`src/rtl/ptm_pkg.sv`:
```
`timescale 1ns/1ps
// Shared definitions for the prescaled timer channel: register word
// addresses, mode encoding, event bit positions and control bit positions.
package ptm_pkg;

    localparam int ADDR_W = 4;

    typedef enum logic [ADDR_W-1:0] {
        A_CTRL  = 4'd0,
        A_INTV  = 4'd1,
        A_VALUE = 4'd2,
        A_MATCH = 4'd3,
        A_SNAP  = 4'd4,
        A_RIS   = 4'd5,
        A_IMR   = 4'd6,
        A_MIS   = 4'd7,
        A_ICR   = 4'd8
    } ptm_addr_e;

    typedef enum logic [1:0] {
        M_IDLE     = 2'd0,
        M_ONESHOT  = 2'd1,
        M_PERIODIC = 2'd2,
        M_RSVD     = 2'd3
    } ptm_mode_e;

    localparam int EV_TIMEOUT = 0;
    localparam int EV_MATCH   = 1;
    localparam int NUM_EV     = 2;

    localparam int CB_UP   = 2;
    localparam int CB_SNAP = 3;
    localparam int CB_EN   = 4;

endpackage

```
`src/rtl/ptm_regs.sv`:
```
`timescale 1ns/1ps
// Register file of the timer channel.
// Stores control, interval, compare and mask; latches a value preload for
// one cycle; assembles the 24-bit internal quantities from the software
// timer/prescale fields using the current count direction; and splits the
// live and captured counts back into that field layout for reads.
// Assumes DATA_W > TMR_W + PRE_W and that at most one write arrives per cycle.
module ptm_regs
    import ptm_pkg::*;
#(
    parameter int TMR_W  = 16,
    parameter int PRE_W  = 8,
    parameter int DATA_W = 32
) (
    input  logic                clk,
    input  logic                rst_n,
    input  logic                wr_en,
    input  logic [ADDR_W-1:0]   wr_addr,
    input  logic [DATA_W-1:0]   wr_data,
    input  logic [ADDR_W-1:0]   rd_addr,
    output logic [DATA_W-1:0]   rd_data,
    input  logic [TMR_W+PRE_W-1:0] cnt_i,
    input  logic [TMR_W+PRE_W-1:0] snap_i,
    input  logic [NUM_EV-1:0]   ris_i,
    input  logic [NUM_EV-1:0]   mis_i,
    output logic                en_o,
    output logic [1:0]          mode_o,
    output logic                up_o,
    output logic                snap_en_o,
    output logic                cfg_wr_o,
    output logic [TMR_W+PRE_W-1:0] ival_o,
    output logic [TMR_W+PRE_W-1:0] mval_o,
    output logic [NUM_EV-1:0]   imr_o,
    output logic [NUM_EV-1:0]   clr_o,
    output logic                pend_o,
    output logic [TMR_W+PRE_W-1:0] pval_o
);

    localparam int CNT_W = TMR_W + PRE_W;

    logic [1:0]        mode_q;
    logic              up_q, snen_q, en_q;
    logic [TMR_W-1:0]  it_q, mt_q;
    logic [PRE_W-1:0]  ip_q, mp_q;
    logic [NUM_EV-1:0] imr_q;
    logic              pend_q;
    logic [CNT_W-1:0]  pval_q;

    wire unused_wr_hi = ^wr_data[DATA_W-1:CNT_W];

    // Build a 24-bit count from its timer and prescale fields for a direction.
    function automatic logic [CNT_W-1:0] join_f(input logic up,
                                                input logic [TMR_W-1:0] t,
                                                input logic [PRE_W-1:0] p);
        return up ? {p, t} : {t, p};
    endfunction

    // Split a 24-bit count into the software layout {prescale, timer}.
    function automatic logic [DATA_W-1:0] split_f(input logic up,
                                                  input logic [CNT_W-1:0] c);
        if (up)
            return DATA_W'(c);
        return DATA_W'({c[PRE_W-1:0], c[CNT_W-1:PRE_W]});
    endfunction

    // Register writes; the preload strobe lasts exactly one cycle.
    always_ff @(posedge clk) begin
        if (!rst_n) begin
            mode_q <= M_IDLE;
            up_q   <= 1'b0;
            snen_q <= 1'b0;
            en_q   <= 1'b0;
            it_q   <= '0;
            ip_q   <= '0;
            mt_q   <= '0;
            mp_q   <= '0;
            imr_q  <= '0;
            pend_q <= 1'b0;
            pval_q <= '0;
        end else begin
            pend_q <= 1'b0;
            if (wr_en) begin
                case (wr_addr)
                    A_CTRL: begin
                        mode_q <= wr_data[1:0];
                        up_q   <= wr_data[CB_UP];
                        snen_q <= wr_data[CB_SNAP];
                        en_q   <= wr_data[CB_EN];
                    end
                    A_INTV: begin
                        it_q <= wr_data[TMR_W-1:0];
                        ip_q <= wr_data[TMR_W +: PRE_W];
                    end
                    A_VALUE: begin
                        pend_q <= 1'b1;
                        pval_q <= join_f(up_q, wr_data[TMR_W-1:0],
                                         wr_data[TMR_W +: PRE_W]);
                    end
                    A_MATCH: begin
                        mt_q <= wr_data[TMR_W-1:0];
                        mp_q <= wr_data[TMR_W +: PRE_W];
                    end
                    A_IMR:   imr_q <= wr_data[NUM_EV-1:0];
                    default: ;
                endcase
            end
        end
    end

    // Decoded strobes and assembled values for the counter and status logic.
    always_comb begin
        cfg_wr_o  = wr_en && (wr_addr == A_CTRL);
        clr_o     = (wr_en && (wr_addr == A_ICR)) ? wr_data[NUM_EV-1:0] : '0;
        en_o      = en_q;
        mode_o    = mode_q;
        up_o      = up_q;
        snap_en_o = snen_q;
        imr_o     = imr_q;
        pend_o    = pend_q;
        pval_o    = pval_q;
        ival_o    = join_f(up_q, it_q, ip_q);
        mval_o    = join_f(up_q, mt_q, mp_q);
    end

    // Read multiplexer.
    always_comb begin
        rd_data = '0;
        case (rd_addr)
            A_CTRL:  rd_data = DATA_W'({en_q, snen_q, up_q, mode_q});
            A_INTV:  rd_data = DATA_W'({ip_q, it_q});
            A_VALUE: rd_data = split_f(up_q, cnt_i);
            A_MATCH: rd_data = DATA_W'({mp_q, mt_q});
            A_SNAP:  rd_data = split_f(up_q, snap_i);
            A_RIS:   rd_data = DATA_W'(ris_i);
            A_IMR:   rd_data = DATA_W'(imr_q);
            A_MIS:   rd_data = DATA_W'(mis_i);
            default: rd_data = '0;
        endcase
    end

endmodule

```
`src/rtl/ptm_counter.sv`:
```
`timescale 1ns/1ps
// Counting core of the timer channel.
// Holds the combined 24-bit count in one register. It counts up or down,
// reloads or wraps in repeating mode and halts after the first timeout in
// one-shot mode. It flags timeout and match events and captures the count
// at repeating timeouts. Assumes interval and compare arrive already
// assembled in the current direction's bit order.
module ptm_counter
    import ptm_pkg::*;
#(
    parameter int CNT_W = 24
) (
    input  logic             clk,
    input  logic             rst_n,
    input  logic             en_i,
    input  logic [1:0]       mode_i,
    input  logic             up_i,
    input  logic             snap_en_i,
    input  logic             cfg_wr_i,
    input  logic [CNT_W-1:0] ival_i,
    input  logic [CNT_W-1:0] mval_i,
    input  logic             pend_i,
    input  logic [CNT_W-1:0] pval_i,
    output logic [CNT_W-1:0] cnt_o,
    output logic [CNT_W-1:0] snap_o,
    output logic             tmo_o,
    output logic             mat_o
);

    logic [CNT_W-1:0] cnt_q, cnt_d, snap_q;
    logic             done_q;
    logic             active, term;

    // Decide whether the counter advances this cycle and what it hits.
    always_comb begin
        active = en_i && !done_q && !pend_i &&
                 (mode_i == M_ONESHOT || mode_i == M_PERIODIC);
        term   = up_i ? (cnt_q == ival_i) : (cnt_q == '0);
        tmo_o  = active && term;
        mat_o  = active && (cnt_q == mval_i);
    end

    // Next count: preload first, then terminal handling, then a step.
    always_comb begin
        cnt_d = cnt_q;
        if (pend_i) begin
            cnt_d = pval_i;
        end else if (active) begin
            if (term) begin
                if (mode_i == M_PERIODIC)
                    cnt_d = up_i ? '0 : ival_i;
            end else begin
                cnt_d = up_i ? cnt_q + 1'b1 : cnt_q - 1'b1;
            end
        end
    end

    // Count, one-shot halt flag and snapshot registers.
    always_ff @(posedge clk) begin
        if (!rst_n) begin
            cnt_q  <= '0;
            done_q <= 1'b0;
            snap_q <= '0;
        end else begin
            cnt_q <= cnt_d;
            if (cfg_wr_i || pend_i)
                done_q <= 1'b0;
            else if (tmo_o && mode_i == M_ONESHOT)
                done_q <= 1'b1;
            if (tmo_o && mode_i == M_PERIODIC && snap_en_i)
                snap_q <= cnt_q;
        end
    end

    assign cnt_o  = cnt_q;
    assign snap_o = snap_q;


    hold_when_off_chk: assert property (@(posedge clk) disable iff (!rst_n)
        (!en_i && !pend_i) |=> $stable(cnt_q));


    down_reload_chk: assert property (@(posedge clk) disable iff (!rst_n)
        (tmo_o && !up_i && mode_i == M_PERIODIC) |=> (cnt_q == $past(ival_i)));


    up_wrap_chk: assert property (@(posedge clk) disable iff (!rst_n)
        (tmo_o && up_i && mode_i == M_PERIODIC) |=> (cnt_q == '0));


    oneshot_halt_chk: assert property (@(posedge clk) disable iff (!rst_n)
        (tmo_o && mode_i == M_ONESHOT && !cfg_wr_i) |=> !tmo_o);


    oneshot_no_snap_chk: assert property (@(posedge clk) disable iff (!rst_n)
        (mode_i != M_PERIODIC) |=> $stable(snap_q));

endmodule

```
`src/rtl/ptm_irq.sv`:
```
`timescale 1ns/1ps
// Interrupt status of the timer channel.
// One sticky raw status bit per event. In the same cycle, a new event
// outweighs a clear. The masked status and the interrupt line are derived
// combinationally. Assumes events only fire while counting is enabled.
module ptm_irq #(
    parameter int NEV = 2
) (
    input  logic           clk,
    input  logic           rst_n,
    input  logic           en_i,
    input  logic [NEV-1:0] ev_i,
    input  logic [NEV-1:0] clr_i,
    input  logic [NEV-1:0] imr_i,
    output logic [NEV-1:0] ris_o,
    output logic [NEV-1:0] mis_o,
    output logic           irq_o
);

    logic [NEV-1:0] ris_q;

    for (genvar k = 0; k < NEV; k++) begin : g_bit
        // Sticky status bit k: set by its event, dropped by its clear.
        always_ff @(posedge clk) begin
            if (!rst_n)
                ris_q[k] <= 1'b0;
            else if (ev_i[k])
                ris_q[k] <= 1'b1;
            else if (clr_i[k])
                ris_q[k] <= 1'b0;
        end


        event_wins_chk: assert property (@(posedge clk) disable iff (!rst_n)
            ev_i[k] |=> ris_q[k]);


        clear_drops_chk: assert property (@(posedge clk) disable iff (!rst_n)
            (clr_i[k] && !ev_i[k]) |=> !ris_q[k]);
    end

    // Masked view and the interrupt line.
    always_comb begin
        mis_o = ris_q & imr_i;
        irq_o = |mis_o;
        ris_o = ris_q;
    end


    quiet_when_off_chk: assert property (@(posedge clk) disable iff (!rst_n)
        (!en_i && clr_i == '0) |=> $stable(ris_q));

endmodule

```
`src/rtl/ptimer_chan.sv`:
```
`timescale 1ns/1ps
// Top of the prescaled timer channel: joins the register file, counting
// core and interrupt status. Assumes a single clock and synchronous
// active-low reset; reads are combinational.
module ptimer_chan
    import ptm_pkg::*;
#(
    parameter int TMR_W  = 16,
    parameter int PRE_W  = 8,
    parameter int DATA_W = 32
) (
    input  logic              clk,
    input  logic              rst_n,
    input  logic              wr_en,
    input  logic [ADDR_W-1:0] wr_addr,
    input  logic [DATA_W-1:0] wr_data,
    input  logic [ADDR_W-1:0] rd_addr,
    output logic [DATA_W-1:0] rd_data,
    output logic              irq
);

    localparam int CNT_W = TMR_W + PRE_W;

    logic              en, up, snap_en, cfg_wr, pend, tmo, mat;
    logic [1:0]        mode;
    logic [CNT_W-1:0]  ival, mval, pval, cnt, snap;
    logic [NUM_EV-1:0] imr, clr, ris, mis, ev;

    assign ev = {mat, tmo};

    ptm_regs #(
        .TMR_W (TMR_W),
        .PRE_W (PRE_W),
        .DATA_W(DATA_W)
    ) u_regs (
        .clk      (clk),
        .rst_n    (rst_n),
        .wr_en    (wr_en),
        .wr_addr  (wr_addr),
        .wr_data  (wr_data),
        .rd_addr  (rd_addr),
        .rd_data  (rd_data),
        .cnt_i    (cnt),
        .snap_i   (snap),
        .ris_i    (ris),
        .mis_i    (mis),
        .en_o     (en),
        .mode_o   (mode),
        .up_o     (up),
        .snap_en_o(snap_en),
        .cfg_wr_o (cfg_wr),
        .ival_o   (ival),
        .mval_o   (mval),
        .imr_o    (imr),
        .clr_o    (clr),
        .pend_o   (pend),
        .pval_o   (pval)
    );

    ptm_counter #(
        .CNT_W(CNT_W)
    ) u_counter (
        .clk      (clk),
        .rst_n    (rst_n),
        .en_i     (en),
        .mode_i   (mode),
        .up_i     (up),
        .snap_en_i(snap_en),
        .cfg_wr_i (cfg_wr),
        .ival_i   (ival),
        .mval_i   (mval),
        .pend_i   (pend),
        .pval_i   (pval),
        .cnt_o    (cnt),
        .snap_o   (snap),
        .tmo_o    (tmo),
        .mat_o    (mat)
    );

    ptm_irq #(
        .NEV(NUM_EV)
    ) u_irq (
        .clk  (clk),
        .rst_n(rst_n),
        .en_i (en),
        .ev_i (ev),
        .clr_i(clr),
        .imr_i(imr),
        .ris_o(ris),
        .mis_o(mis),
        .irq_o(irq)
    );

endmodule

```
`config.mk`:
```
export PLATFORM = sky130hd
export DESIGN_NAME = ptimer_chan
export DESIGN_NICKNAME = d
export VERILOG_FILES = /design/src/rtl/ptm_pkg.sv /design/src/rtl/ptm_regs.sv /design/src/rtl/ptm_counter.sv /design/src/rtl/ptm_irq.sv /design/src/rtl/ptimer_chan.sv
export SDC_FILE = /design/constraint.sdc
export NUM_CORES = 1
export LEC_CHECK = 0
export BUFFER_PORTS_ARGS = -buffer_cell sky130_fd_sc_hd__buf_2
export CAP_MARGIN = 20
export CORE_MARGIN = 4
export CORE_UTILIZATION = 30
export DETAILED_ROUTE_END_ITERATION = 12
export PLACE_DENSITY = 0.58
export SETUP_SLACK_MARGIN = 0.5
export SYNTH_ARGS = -nofsm -noshare
export SYNTH_HDL_FRONTEND = slang
export SYNTH_SLANG_ARGS = --single-unit
export TNS_END_PERCENT = 30
```
`constraint.sdc`:
```
create_clock -name clk -period 4.8 [get_ports clk]
set_clock_uncertainty 0.05 [all_clocks]
set_input_delay 0.72 -clock clk [delete_from_list [all_inputs] [get_ports clk]]
set_output_delay 0.72 -clock clk [all_outputs]
set_load 0.01 [all_outputs]
```
==> summary.md, run 1 <==
Entering global routing, the biggest net connects 71 pins. The slowest stage of the critical path belongs to the cell sky130_fd_sc_hd__buf_4. The cell area after synthesis was 8610 µm²; the share of the core filled with cells was 34.6%. The logs give 20.1% for the global routing usage summed across all routing layers and 725 ps for the final worst setup slack.

The fraction of registers with async set/reset came out at 0%. Buffers inserted to repair hold after CTS numbered 0. The run gives 28.0% as the worst relative slew slack. The congestion estimate from routability-driven global placement came to 0.982.

Clock-pin slew was measured on the worst setup and hold paths at 70 ps. The final setup violation count was 0; the average cell area after synthesis was 7.93 µm². Across all layers, the routed design uses 8439 vias. Adding up every negative setup slack in the final design gives 0 ps.

The number of vias per cell came out at 5.71. The startpoint type of the worst setup path is a register. The later pin in the worst-skew pair is clocked with a latency of 430 ps. The per-cell routed wire length is 21.7 µm, and the final count of hold timing violations is 0. The die outline width was 177 µm.

In this design, the largest share of critical-path delay is due to buffers and inverters. Counting every instance in the synthesized netlist gives 1086. The number of nets in the finished design is 1155. The die area came out at 31500 µm². Of the total power, combinational logic draws 10.0%. Once placement finished, the instance area stood at 9070 µm².

The maximum fanout along the worst path works out to 70. Max-slew violation count: 0. For this configuration, the core starts out at a cell density of 30.7%.

For the area of all placed cells without fillers, the log shows 9680 µm². Detailed placement finished with a half-perimeter wire length of 23200 µm. The sequential-to-total area share from yosys stat is 30.5%, and the remaining global-route overflow is 0. The first global-routing pass estimated 48300 µm of wire. The H-tree was split into 4 levels. The post-synthesis to final-layout area growth is 12.5%. Ranked by instance count, the synthesized netlist is headed by sky130_fd_sc_hd__nand2_1, sky130_fd_sc_hd__dfxtp_1, sky130_fd_sc_hd__a21oi_1. Together, buffers and inverters on the worst path number 3.

The leakage power of the design was 3.25 nW. Counting the buffers created by CTS gives 17. CTS saw 131 sinks.

The synthesis-stage register bit count was 131; the worst vdd rail ir drop was 0.000266 V. The chip height is 177 µm. The required time of the critical path is 4030 ps. The switching share of power was 28.3%. The data arrival time of the critical path is 3310 ps. The synthesized design spends more area on one cell type than any other, namely sky130_fd_sc_hd__dfxtp_1. TritonCTS built the clock tree.

0 antenna diodes ended up in the layout. The commonest register cell after synthesis is sky130_fd_sc_hd__dfxtp_1. The core area came out at 28000 µm².

The class of the most critical hold timing path is reg2reg. The final critical path time including I/O delays and setup was 4080 ps; the cell internal power dissipation was 1.95 mW. For the pin with the worst max-slew slack, the measured transition is 1080 ps. Counting along the longest clock path gives a buffer depth of 2. The count of nets left with antenna violations once routing finished came out at 0. The via count of the first global-routing pass was 7858.

For the site row count, the log shows 61. Number of DRC markers in iteration 0: 999. During placement, the flow inserted port buffers numbering 59.

The top-level I/O count was 76; the period utilization was 84.9%. Walking the worst path, the cells encountered are buf_4 > buf_6 > mux2_2 > a221oi_1 > o311ai_0 > buf_2. The share of power burned in registers is 41.3%, and the distinct cell type count of the synthesized netlist is 68. In this run the power spent charging and discharging nets is 0.771 mW. The max capacitance violation total is 0, and the total wire length after detailed routing is 32100 µm. In the routed design, unresolved DRC markers number 0. The post-route netlist has 11.5% of its cells at a drive strength greater than 1. In the post-synthesis netlist, the biggest area contributors are sky130_fd_sc_hd__dfxtp_1, sky130_fd_sc_hd__mux2i_1, sky130_fd_sc_hd__nand2_1, sky130_fd_sc_hd__a21oi_1, sky130_fd_sc_hd__xnor2_1. The tools report the kind of capture point of the worst setup path as an output pin. After synthesis, the largest area contributor takes up 30.5% of total cell area.

The most common cell in the synthesized netlist is sky130_fd_sc_hd__nand2_1. The upper clock frequency limit came out at 245 MHz. The worst setup path is of the reg2out kind. The areal power density over the cells is 281 nW/µm².

Setup repair after global routing left no endpoint under its margin. The Yosys step of the flow raised 0 warnings. Worst stage delay on the critical path: 790 ps. Of the total power, the clock network draws 48.7%. The first detailed-routing pass ran for 5 iterations. Counting flops with a built-in enable in the synthesized netlist gives 0. The pre-CTS worst setup slack came out at 989 ps.

The initial antenna violation count was 0. Clock tree root buffer cell: sky130_fd_sc_hd__clkbuf_16. The flow ran to the end, and the final reports show no timing, DRC or antenna violations.
-- worst paths after layout --
path,startpoint,end,slack (ps),cells after the start
worst min register to register,u_counter.snap_o[8]$_SDFFE_PN0P_,u_counter.snap_o[8]$_SDFFE_PN0P_,420,2
worst max register to register,u_regs.up_o$_SDFFE_PN0P_,u_counter.snap_o[16]$_SDFFE_PN0P_,970,12
worst min-delay path,u_counter.snap_o[8]$_SDFFE_PN0P_,u_counter.snap_o[8]$_SDFFE_PN0P_,420,2
worst max-delay path,u_regs.up_o$_SDFFE_PN0P_,rd_data[0],720,6
-- what timing repair did --
item                                   in CTS  in global routing
setup endpoints to repair                   0                  2
buffers inserted                            0                  0
endpoints found under the hold margin       0                  0
resized for setup                           0                  1
-- logic make-up (layout without fill, tap and decap cells) --
group | after synthesis | count (layout) | synth area share, %
xor+xnor | 62 | 62 | 6.31
fa+ha+maj | 25 | 25 | 3.72
buf+inv | 125 | 132 | 6.45
other cells | 1 | 8 | 0.0436
compound gates | 304 | 304 | 23.7
flops | 131 | 131 | 30.5
mux | 105 | 105 | 12.3
simple gates | 333 | 333 | 17.0
-- per-layer routing --
layer	part of all wire, %	wire [µm]	vias up	global-route usage, %
met1	45	14400	3954	29.0
met2	41	13100	461	28.8
met3	9.8	3140	89	4.45
met5	0	0	-	0
li1	-	-	3935	-
met4	4.4	1400	0	8.67
-- power by group through the flow --
stage               Sequential (mW)  Clock, mW  Combinational (mW)
global route                   1.12       1.39               0.295
finish                         1.12       1.33               0.272
floorplan                      1.13          0               0.188
global placement               1.15          0               0.262
detailed placement             1.15          0               0.267
CTS                            1.12       1.34               0.268
-- stage by stage --
stage               hold WS (ps)  total power [mW]  std cells
floorplan                    381              1.32       1093
global placement             404              1.41       1444
detailed placement           406              1.41       1445
CTS                          418              2.73       1477
global route                 423              2.81       1478
finish                       419              2.72       1478
-- layout make-up --
type,instances,area [µm²]
clock buffers,19,453
clock inverters,13,139
fillers,2962,18300
inverters,24,91.3
multi-input cells,837,5460
flip-flops and latches,131,2630
well taps,378,473
repair buffers,76,438
-- cell usage in the layout (no fill, tap or decap), drive strengths merged, types with 9 or more instances in the layout --
cell type,netlist,routed
a211oi,29,29
a21oi,107,107
a221o,21,21
a221oi,24,24
and3,9,9
buf,32,76
clkbuf,69,19
dfxtp,131,131
ha,24,24
inv,24,31
mux2i,102,102
nand2,181,181
nand3,14,14
nand4,9,9
nor2,61,61
nor3,20,20
nor4,13,13
o21ai,39,39
o22ai,24,24
xnor2,37,37
xor2,25,25
-- flip-flops by register name (all words and copies together) (netlist names), 8 cells and up --
register	count
u_regs.pval_o	24
u_counter.snap_o	24
u_counter.cnt_o	24
u_regs.it_q	16
u_regs.mp_q	8
u_regs.ip_q	8
u_regs.mt_q	16
-- worst reg2reg max path: stages, from the launching register on --
cell and delay (ps):
sky130_fd_sc_hd__dfxtp_4 340, sky130_fd_sc_hd__buf_4 790, sky130_fd_sc_hd__mux2i_1 370, sky130_fd_sc_hd__xor2_1 160, sky130_fd_sc_hd__o21ai_0 100, sky130_fd_sc_hd__or4_1 480, sky130_fd_sc_hd__o31a_1 290, sky130_fd_sc_hd__buf_4 260
sky130_fd_sc_hd__nor2_4 200, sky130_fd_sc_hd__and3_1 200, sky130_fd_sc_hd__buf_4 280, sky130_fd_sc_hd__nand2_1 100, sky130_fd_sc_hd__a21oi_1 150
Note: power is estimated with default switching activity, not from simulation.
==> run 2, diff against run 1 <==
Settings changed: ABC_AREA set to 1.
Clock period 4.8 ns to 4.2 ns, I/O delays scaled along.
==> summary.md, run 2 <==
The flow ran to the end, and the final reports show no timing, DRC or antenna violations. The maximum fanout along the worst path is 55 (-21%). For the site row count, the log shows 63 (+3.3%). Setup repair after global routing left no endpoint under its margin. For the max capacitance violation total, the log shows 0 (unchanged). The number of nets in the finished design is 1604 (+39%). After synthesis, the most frequently instantiated cells are sky130_fd_sc_hd__nand2_1, sky130_fd_sc_hd__o21ai_0, sky130_fd_sc_hd__a21oi_1.

Number of enable-type register cells in the synthesized netlist: 0 (unchanged). The layer flagged by global routing as most heavily used is met2. Walking the worst path, the cells encountered are inv_4 > buf_4 > nand2_1 > nand3_1 > nand2_1 > nor2_1 > nand2_1 > nor2_1 > nand3_2 > nand2_4 > nand2_1 > nand2_2 > inv_2 > o21ai_0 > nor2_1. The areal power density over the cells was 295 nW/µm² (+4.8%); the number of vias per cell was 5.32 (-6.8%). The run gives 34.7% (+0.10 points) as the share of the core filled with cells. Startpoint of the lowest-slack register-to-register path: u_regs.up_o$_SDFFE_PN0P_. The tools report the sum of internal, switching and leakage power as 3.05 mW (+12%). The period utilization is 79.5%, and the worst vdd rail ir drop is 0.000237 V (-11%). The number of buffers added on ports came out at 59 (unchanged). The flop-to-flop setup slack is 860 ps (-110 ps), and the per-cell routed wire length is 19.8 µm (-8.9%). The multiplexer share of the synthesized area is 0% (-12 points).

Hold path depth: 2 (unchanged). Die outline width: 183 µm (+3.0%). The clock tree root buffer cell was sky130_fd_sc_hd__clkbuf_16. The worst stage delay on the critical path is 450 ps (-340 ps). The run gives 0 ps (unchanged) as the aggregate negative setup slack. The logs give 941 ps (-48.0 ps) for the pre-CTS worst setup slack and 0.975 (-0.72%) for the final RePlAce weighted congestion.

The total wire length after detailed routing is 38300 µm (+20%), and the global-route track usage on met2 is 34.4% (+5.6 points). The final setup violation count was 0 (unchanged); the die area was 33400 µm² (+6.1%). The worst hold slack came out at 411 ps (-8.12 ps).

The CTS clock-pin slew for the worst setup and hold paths came out at 70 ps (about the same). The global-route wire length before repair was 56900 µm (+18%). Most common cell in the synthesized netlist: sky130_fd_sc_hd__nand2_1. The synthesized-area fraction occupied by adder cells was 3.50% (-0.23 points); the fraction of final layout cells sized beyond drive strength 1 was 9.43% (-2.1 points). By area, the combinational part of the netlist is dominated by simple AND/OR/NAND/NOR gates. The cell that appears most often on the critical path is sky130_fd_sc_hd__nand2_1. The parity-gate share of the synthesized area counting xor and xnor cells came out at 2.10% (-4.2 points). STA classifies the critical path startpoint as a register. The average cell area after synthesis was 6.10 µm² (-23%). After synthesis, the cell types taking the most area are sky130_fd_sc_hd__dfxtp_1, sky130_fd_sc_hd__nand2_1, sky130_fd_sc_hd__o21ai_0, sky130_fd_sc_hd__a21oi_1, sky130_fd_sc_hd__nor2_1.

The required time of the critical path is 4480 ps (+450 ps). The sequential-to-total area share from yosys stat was 28.6% (-1.8 points); the number of setup buffers added after CTS was 0 (unchanged). The tools report the register area as 2630 µm² (unchanged). The startpoint identified for the worst hold timing path is u_counter.done_q$_SDFFE_PP0P_. The run gives 41.9% (+0.6 points) as the share of power burned in registers. The logs give 3620 ps (+310 ps) for the data arrival time of the critical path and 4.36% (-0.089 points) for the met3 track demand over resource in global routing. The count of buffering cells on the critical path with inverters included was 3 (unchanged). Number of hold buffers added after cts: 0 (unchanged). The instance count after placement with tap cells included was 1907 (+32%). The fraction of registers with async set/reset was 0% (unchanged); the leakage power of the design was 4.72 nW (+45%). The total number of vias is 10300 (+22%), and the antenna diode count is 0 (unchanged).

The number of cells traversed by the worst register-to-register path was 15 (+3). Among all flip-flop cells after synthesis, the most frequent one is sky130_fd_sc_hd__dfxtp_1. STA classifies the critical path endpoint as a register. The library cell occupying the most area in the post-synthesis netlist is sky130_fd_sc_hd__dfxtp_1. The synthesis-stage register bit count is 131 (unchanged), and the global routing usage summed across all routing layers is 22.3% (+2.1 points). The tools report the global routing met1 resource utilization as 30.6% (+1.6 points).

From synthesis to final layout, the design area changed by 13.1%. The HPWL reported at the end of detailed placement came out at 28700 µm (+24%). Core area: 29900 µm² (+6.7%). The worst relative slew slack is 34.7% (+6.7 points).

The area share of and/or/nand/nor cells after synthesis is 30.9% (+14 points), and the number of clock sinks seen by CTS is 131 (unchanged). The worst register-to-register path ends at u_counter.cnt_o[19]$_SDFFE_PN0P_. The max-slew violation count was 0 (unchanged); the starting density of the core was 30.7% (-0.062 points). The cell area after synthesis is 9160 µm² (+6.4%), and the final count of hold timing violations is 0 (unchanged).

The final critical path time including I/O delays and setup was 3340 ps. The min-delay analysis places its worst path in the category reg2reg. The run gives 3247 (+9.6%) as the final-layout fill cell count. The tools report the later-pin clock latency in the skew report as 440 ps (about the same).

For this run, the top clock speed supported by timing is 299 MHz. The area of all placed cells without fillers was 10400 µm² (+7.0%); the number of clock buffers inserted by TritonCTS was 17 (unchanged). The clock share of power was 46.9% (-1.8 points); the top-level I/O count was 76 (unchanged). The run gives 0 (unchanged) as the initial antenna violation count.

Distinct cell type count of the synthesized netlist: 49 (-28%). In the layout the commonest cells are sky130_fd_sc_hd__nand2_1, sky130_fd_sc_hd__o21ai_0, sky130_fd_sc_hd__a21oi_1. The number of iterations in the first detailed-routing pass is 6 (+1). Family of cells with the greatest summed delay on the critical path: simple AND/OR/NAND/NOR gates. TritonCTS built the clock tree. The worst setup path is of the reg2reg kind. The standard cell area after detailed placement was 9810 µm² (+8.2%); the number of DRC markers in iteration 0 was 1216 (+22%). The run gives 107 (+51%) as the maximum number of pins on one net before global-route repair.

The number of warning messages in the yosys log was 0 (unchanged); the multi-input logic area was 5600 µm² (+2.6%). For the cell internal power dissipation, the log shows 2.12 mW (+8.7%). The measured slew at the worst slew-check pin was 979 ps (-101 ps); the number of stages on the worst setup path was 15 (+9). The final worst setup slack is 861 ps (+136 ps), and the chip height is 183 µm (+3.0%). The level count of the clock H-tree is 4 (unchanged). For the count of non-filler cells in the finished layout, the log shows 1938 (+31%).

The residual antenna-violating net count after detailed routing is 0 (unchanged). For the remaining global-route overflow, the log shows 0 (unchanged). Total of cells resized after clock tree synthesis: 0 (unchanged). Leaving out fill and tap cells, the most frequent cell in the layout is sky130_fd_sc_hd__nand2_1. For the maximum buffer depth of the clock tree, the log shows 2 (unchanged). The combinational power share is 11.2% (+1.2 points), and the area share of the largest cell type after synthesis is 28.6% (-1.8 points).

The remaining routing DRC violations was 0 (unchanged). The share of the synthesized area in compound gates (AO/OA/AOI/OAI) was 24.3% (+0.57 points); the synthesized netlist cell count was 1503 (+38%). The tools report the via count of the first global-routing pass as 9132 (+16%).

The switching share of power was 30.4% (+2.1 points). For this design, the slowest cell found on the critical path is sky130_fd_sc_hd__inv_4. The end of the worst hold path is u_counter.done_q$_SDFFE_PP0P_. The net load switching power was 0.929 mW (+21%).
==> run 2: cell families after synthesis <==
group                    count (synthesis)
AO/OA/AOI/OAI                          405
other                                    1
AND/OR/NAND/NOR                        691
XOR/XNOR                                22
buffers and inverters                  228
flip-flops                             131
adder cells (fa/ha/maj)                 25
==> run 2: power by group through the flow <==
stage          logic, mW  clock network, mW  registers [mW]
2_1_floorplan      0.217                  0            1.30
6_report           0.341               1.43            1.28
3_5_place_dp       0.332                  0            1.31
4_1_cts            0.333               1.44            1.28
3_3_place_gp       0.330                  0            1.31
5_1_grt            0.373               1.49            1.28
==> run 2: layer usage <==
metal  routed length (µm)  part of all wire, %
met4                 1690                  4.4
met2                16800                   44
met1                16600                   43
met5                    0                    0
met3                 3200                  8.3
==> run 2: area by class of cell <==
| type | instances | area share (%) |
|---|---|---|
| clock buffer | 17 | 4.11 |
| tap | 390 | 4.71 |
| multi-input combinational | 1151 | 54.1 |
| inverter | 148 | 5.39 |
| sequential | 131 | 25.4 |
| timing repair buffer | 87 | 5.19 |
| clock inverter | 14 | 1.16 |
==> run 2: worst max path at each step <==
stage	start	endpoint	slack (ps)
4_1_cts	u_regs.up_o$_SDFFE_PN0P_	u_counter.snap_o[16]$_SDFFE_PN0P_	920
6_report	u_regs.up_o$_SDFFE_PN0P_	u_counter.cnt_o[19]$_SDFFE_PN0P_	860
2_1_floorplan	u_regs.up_o$_SDFFE_PN0P_	u_counter.cnt_o[17]$_SDFFE_PN0P_	860
3_3_place_gp	u_regs.up_o$_SDFFE_PN0P_	u_counter.cnt_o[19]$_SDFFE_PN0P_	950
5_1_grt	u_regs.up_o$_SDFFE_PN0P_	u_counter.cnt_o[22]$_SDFFE_PN0P_	590
3_5_place_dp	u_regs.up_o$_SDFFE_PN0P_	u_counter.snap_o[16]$_SDFFE_PN0P_	940
==> run 2: worst min-delay path: cells and delay by family (launching register included) <==
kind | cells | cell delay, ps
DFF | 1 | 320
AOI/OAI and AO/OA | 1 | 50
buffers and inverters | 1 | 50
==> run 3, diff against run 2 <==
Settings changed: PLACE_DENSITY 0.58 to 0.59.
Clock period 4.2 ns to 2.7 ns, I/O delays scaled along.
==> summary.md, run 3 (synthesis gave the netlist of run 2 again) <==
The tightest min-delay check is of the in2reg type. For the via count of the first global-routing pass, the log shows 9937 (+8.8%). The critical path goes through buf_12 > clkbuf_16 > nand2_1 > nand3_1 > nand2_1 > nor2_1 > nand2_1 > nor2_2 > nand3_4 > nand2_8 > nand4_4 > clkbuf_16 > nand2_1 > nand2_1 > a21oi_1. The multi-input logic area was 6090 µm² (+8.7%).

For the remaining global-route overflow, the log shows 0 (unchanged). The run gives 0 (unchanged) as the final setup violation count. The worst stage delay on the critical path works out to 370 ps (-80 ps). The measured slew at the worst slew-check pin is 810 ps (-169 ps). The share of the core filled with cells was 39.0% (+4.4 points); the final-layout fill cell count was 3172 (-2.3%). The number of clock sinks seen by CTS came out at 131 (unchanged). Setup repair after global routing could not meet its margin everywhere. The period utilization is 91.2% (+12 points). The kind of capture point of the worst setup path was a register. The final critical path time including I/O delays and setup was 2460 ps (-878 ps). The worst hold path terminates at u_regs.pend_o$_SDFF_PN0_. The chip height came out at 183 µm (unchanged). For the site row count, the log shows 63 (unchanged).

The flow ran to the end, and the final reports show no timing, DRC or antenna violations. Hold path depth: 4 (+2). The number of cells traversed by the worst register-to-register path works out to 15 (unchanged). The tree is rooted in a sky130_fd_sc_hd__clkbuf_16.

The run gives 0 (unchanged) as the residual antenna-violating net count after detailed routing. Maximum fanout along the worst path: 8 (-85%). The max capacitance violation total came out at 0 (unchanged). Final count of hold timing violations: 0 (unchanged). Pre-CTS worst setup slack: 131 ps (-809 ps).

The register area was 2630 µm² (+0.14%). For the number of nets in the finished design, the log shows 1668 (+4.0%). The tools report the required time of the critical path as 3020 ps (-1460 ps). TritonCTS built the clock tree. The tools report the level count of the clock H-tree as 4 (unchanged). The areal power density over the cells was 424 nW/µm² (+44%). The total wire length after detailed routing came out at 42300 µm (+10%). The die outline width is 183 µm (unchanged), and the upper clock frequency limit is 406 MHz (+36%). The startpoint of the lowest-slack register-to-register path was u_regs.up_o$_SDFFE_PN0P_.

The largest individual stage delay along the critical path comes from the cell sky130_fd_sc_hd__dfxtp_4. The number of vias per cell was 5.43 (+2.0%); the data arrival time of the critical path was 2780 ps (-840 ps). Counting stages on the worst path, the most repeated cell is sky130_fd_sc_hd__nand2_1.

The max-slew violation count came out at 0 (unchanged). The run gives 45.9% (+11 points) as the worst relative slew slack. The later-pin clock latency in the skew report is 440 ps (about the same), and the fraction of final layout cells sized beyond drive strength 1 is 18.5% (+9.0 points). For the number of iterations in the first detailed-routing pass, the log shows 6 (unchanged). The maximum buffer depth of the clock tree was 2 (unchanged).

The CTS clock-pin slew for the worst setup and hold paths is 70 ps (about the same). Critical path class: reg2reg. The logs give 30.7% (unchanged) for the starting density of the core and 1.00 (+2.8%) for the final RePlAce weighted congestion.

The die area was 33400 µm² (unchanged). The remaining routing DRC violations is 0 (unchanged), and the top-level I/O count is 76 (unchanged). The startpoint type of the worst setup path was a register. The post-synthesis to final-layout area growth works out to 27.3%.

The worst vdd rail ir drop was 0.000395 V (+67%). The tools report the HPWL reported at the end of detailed placement as 30700 µm (+7.0%). For the global-route wire length before repair, the log shows 62100 µm (+9.2%). The initial antenna violation count came out at 0 (unchanged). The core area came out at 29900 µm² (unchanged).

The endpoint of the worst register-to-register path was u_counter.snap_o[23]$_SDFFE_PN0P_. The leakage power of the design is 5.21 nW (+10%). The top cell types in the final layout, fill and taps aside, are sky130_fd_sc_hd__nand2_1, sky130_fd_sc_hd__o21ai_0, sky130_fd_sc_hd__inv_1. In this run the most critical hold path is launched from wr_addr[3]. The number of buffers added on ports was 59 (unchanged); the global routing usage summed across all routing layers was 24.3% (+2.0 points). The number of clock buffers inserted by TritonCTS is 17 (unchanged).

The tools report the antenna diode count as 0 (unchanged). The number of DRC markers in iteration 0 was 1514 (+25%); the final worst setup slack was 239 ps (-622 ps). The tools report the maximum number of pins on one net before global-route repair as 116 (+8.4%). The aggregate negative setup slack is 0 ps (unchanged).

The total number of vias came out at 10900 (+5.4%). The per-cell routed wire length was 21.1 µm (+6.9%); the flop-to-flop setup slack was 240 ps (-620 ps). The library cell used most frequently in the layout, excluding fill and tap cells, is sky130_fd_sc_hd__nand2_1.
[run 3: changes by cell type in the layout (fill, tap and decap cells not counted), moves of 17 or more]
cell	before	now
sky130_fd_sc_hd__ha_1	24	3
sky130_fd_sc_hd__nand2_2	3	27
sky130_fd_sc_hd__ha_4	0	19
sky130_fd_sc_hd__nand2_1	435	409
sky130_fd_sc_hd__a21oi_2	0	17
sky130_fd_sc_hd__a21oi_1	143	126
sky130_fd_sc_hd__buf_4	26	66
[run 3: worst max-delay path, delay by kind of cell, from the launching register on]
family                 cells  cell delay (ps)
buffers and inverters      3              630
flip-flops                 1              370
AO/OA/AOI/OAI              1              120
AND/OR/NAND/NOR           11             1190
[run 3: worst max path at each step]
stage                                  start                           endpoint  cells past startpoint
global placement    u_regs.up_o$_SDFFE_PN0P_   u_counter.cnt_o[16]$_SDFFE_PN0P_                     10
floorplan           u_regs.up_o$_SDFFE_PN0P_   u_counter.cnt_o[19]$_SDFFE_PN0P_                     20
detailed placement  u_regs.up_o$_SDFFE_PN0P_   u_counter.cnt_o[19]$_SDFFE_PN0P_                     14
finish              u_regs.up_o$_SDFFE_PN0P_  u_counter.snap_o[23]$_SDFFE_PN0P_                     15
CTS                 u_regs.up_o$_SDFFE_PN0P_                         rd_data[0]                      7
global route        u_regs.up_o$_SDFFE_PN0P_  u_counter.snap_o[23]$_SDFFE_PN0P_                     17
[run 3: cell type report]
| type | count | share of cell area [%] |
|---|---|---|
| multi-input cells | 1151 | 52.2 |
| flip-flops and latches | 131 | 22.6 |
| repair buffers | 148 | 10.8 |
| inverters | 148 | 4.94 |
| well taps | 390 | 4.18 |
| clock buffers | 18 | 3.77 |
| clock inverters | 14 | 1.19 |
| repair inverters | 3 | 0.375 |
[run 3: timing repair]
action | CTS | global route
hold buffers | 0 | 0
setup buffers | 12 | 1
pin swaps | 8 | 24
resized for setup | 54 | 66
gates cloned | 6 | 6
setup endpoints to repair | 73 | 75
[run 3: metrics by stage]
| step | total power [mW] | hold WS [ps] | instance area [µm²] | instances |
|---|---|---|---|---|
| 6_report | 4.94 | 218 | 11700 | 2003 |
| 3_5_place_dp | 2.57 | 411 | 10200 | 1946 |
| 4_1_cts | 4.90 | 214 | 11300 | 1996 |
| 2_1_floorplan | 2.36 | 388 | 9340 | 1510 |
| 5_1_grt | 5.09 | 236 | 11700 | 2003 |
| 3_3_place_gp | 2.57 | 398 | 10200 | 1946 |
[run 3: metal layers]
metal	part of all wire, %	GRT usage, %	wire length, µm	up-vias
li1	-	-	-	5169
met1	43	33.5	18000	4991
met2	44	38.5	18600	588
met3	9.0	4.15	3830	122
met4	4.5	8.80	1890	0
met5	0	0	0	-
[run 3: report_power, final]
part           switching [mW]  leakage (nW)  total, mW  internal (mW)
Clock                    1.08         0.283       2.33           1.25
Combinational           0.421          3.86      0.627          0.206
Sequential             0.0312          1.06       1.99           1.96
Total                    1.53          5.21       4.94           3.41
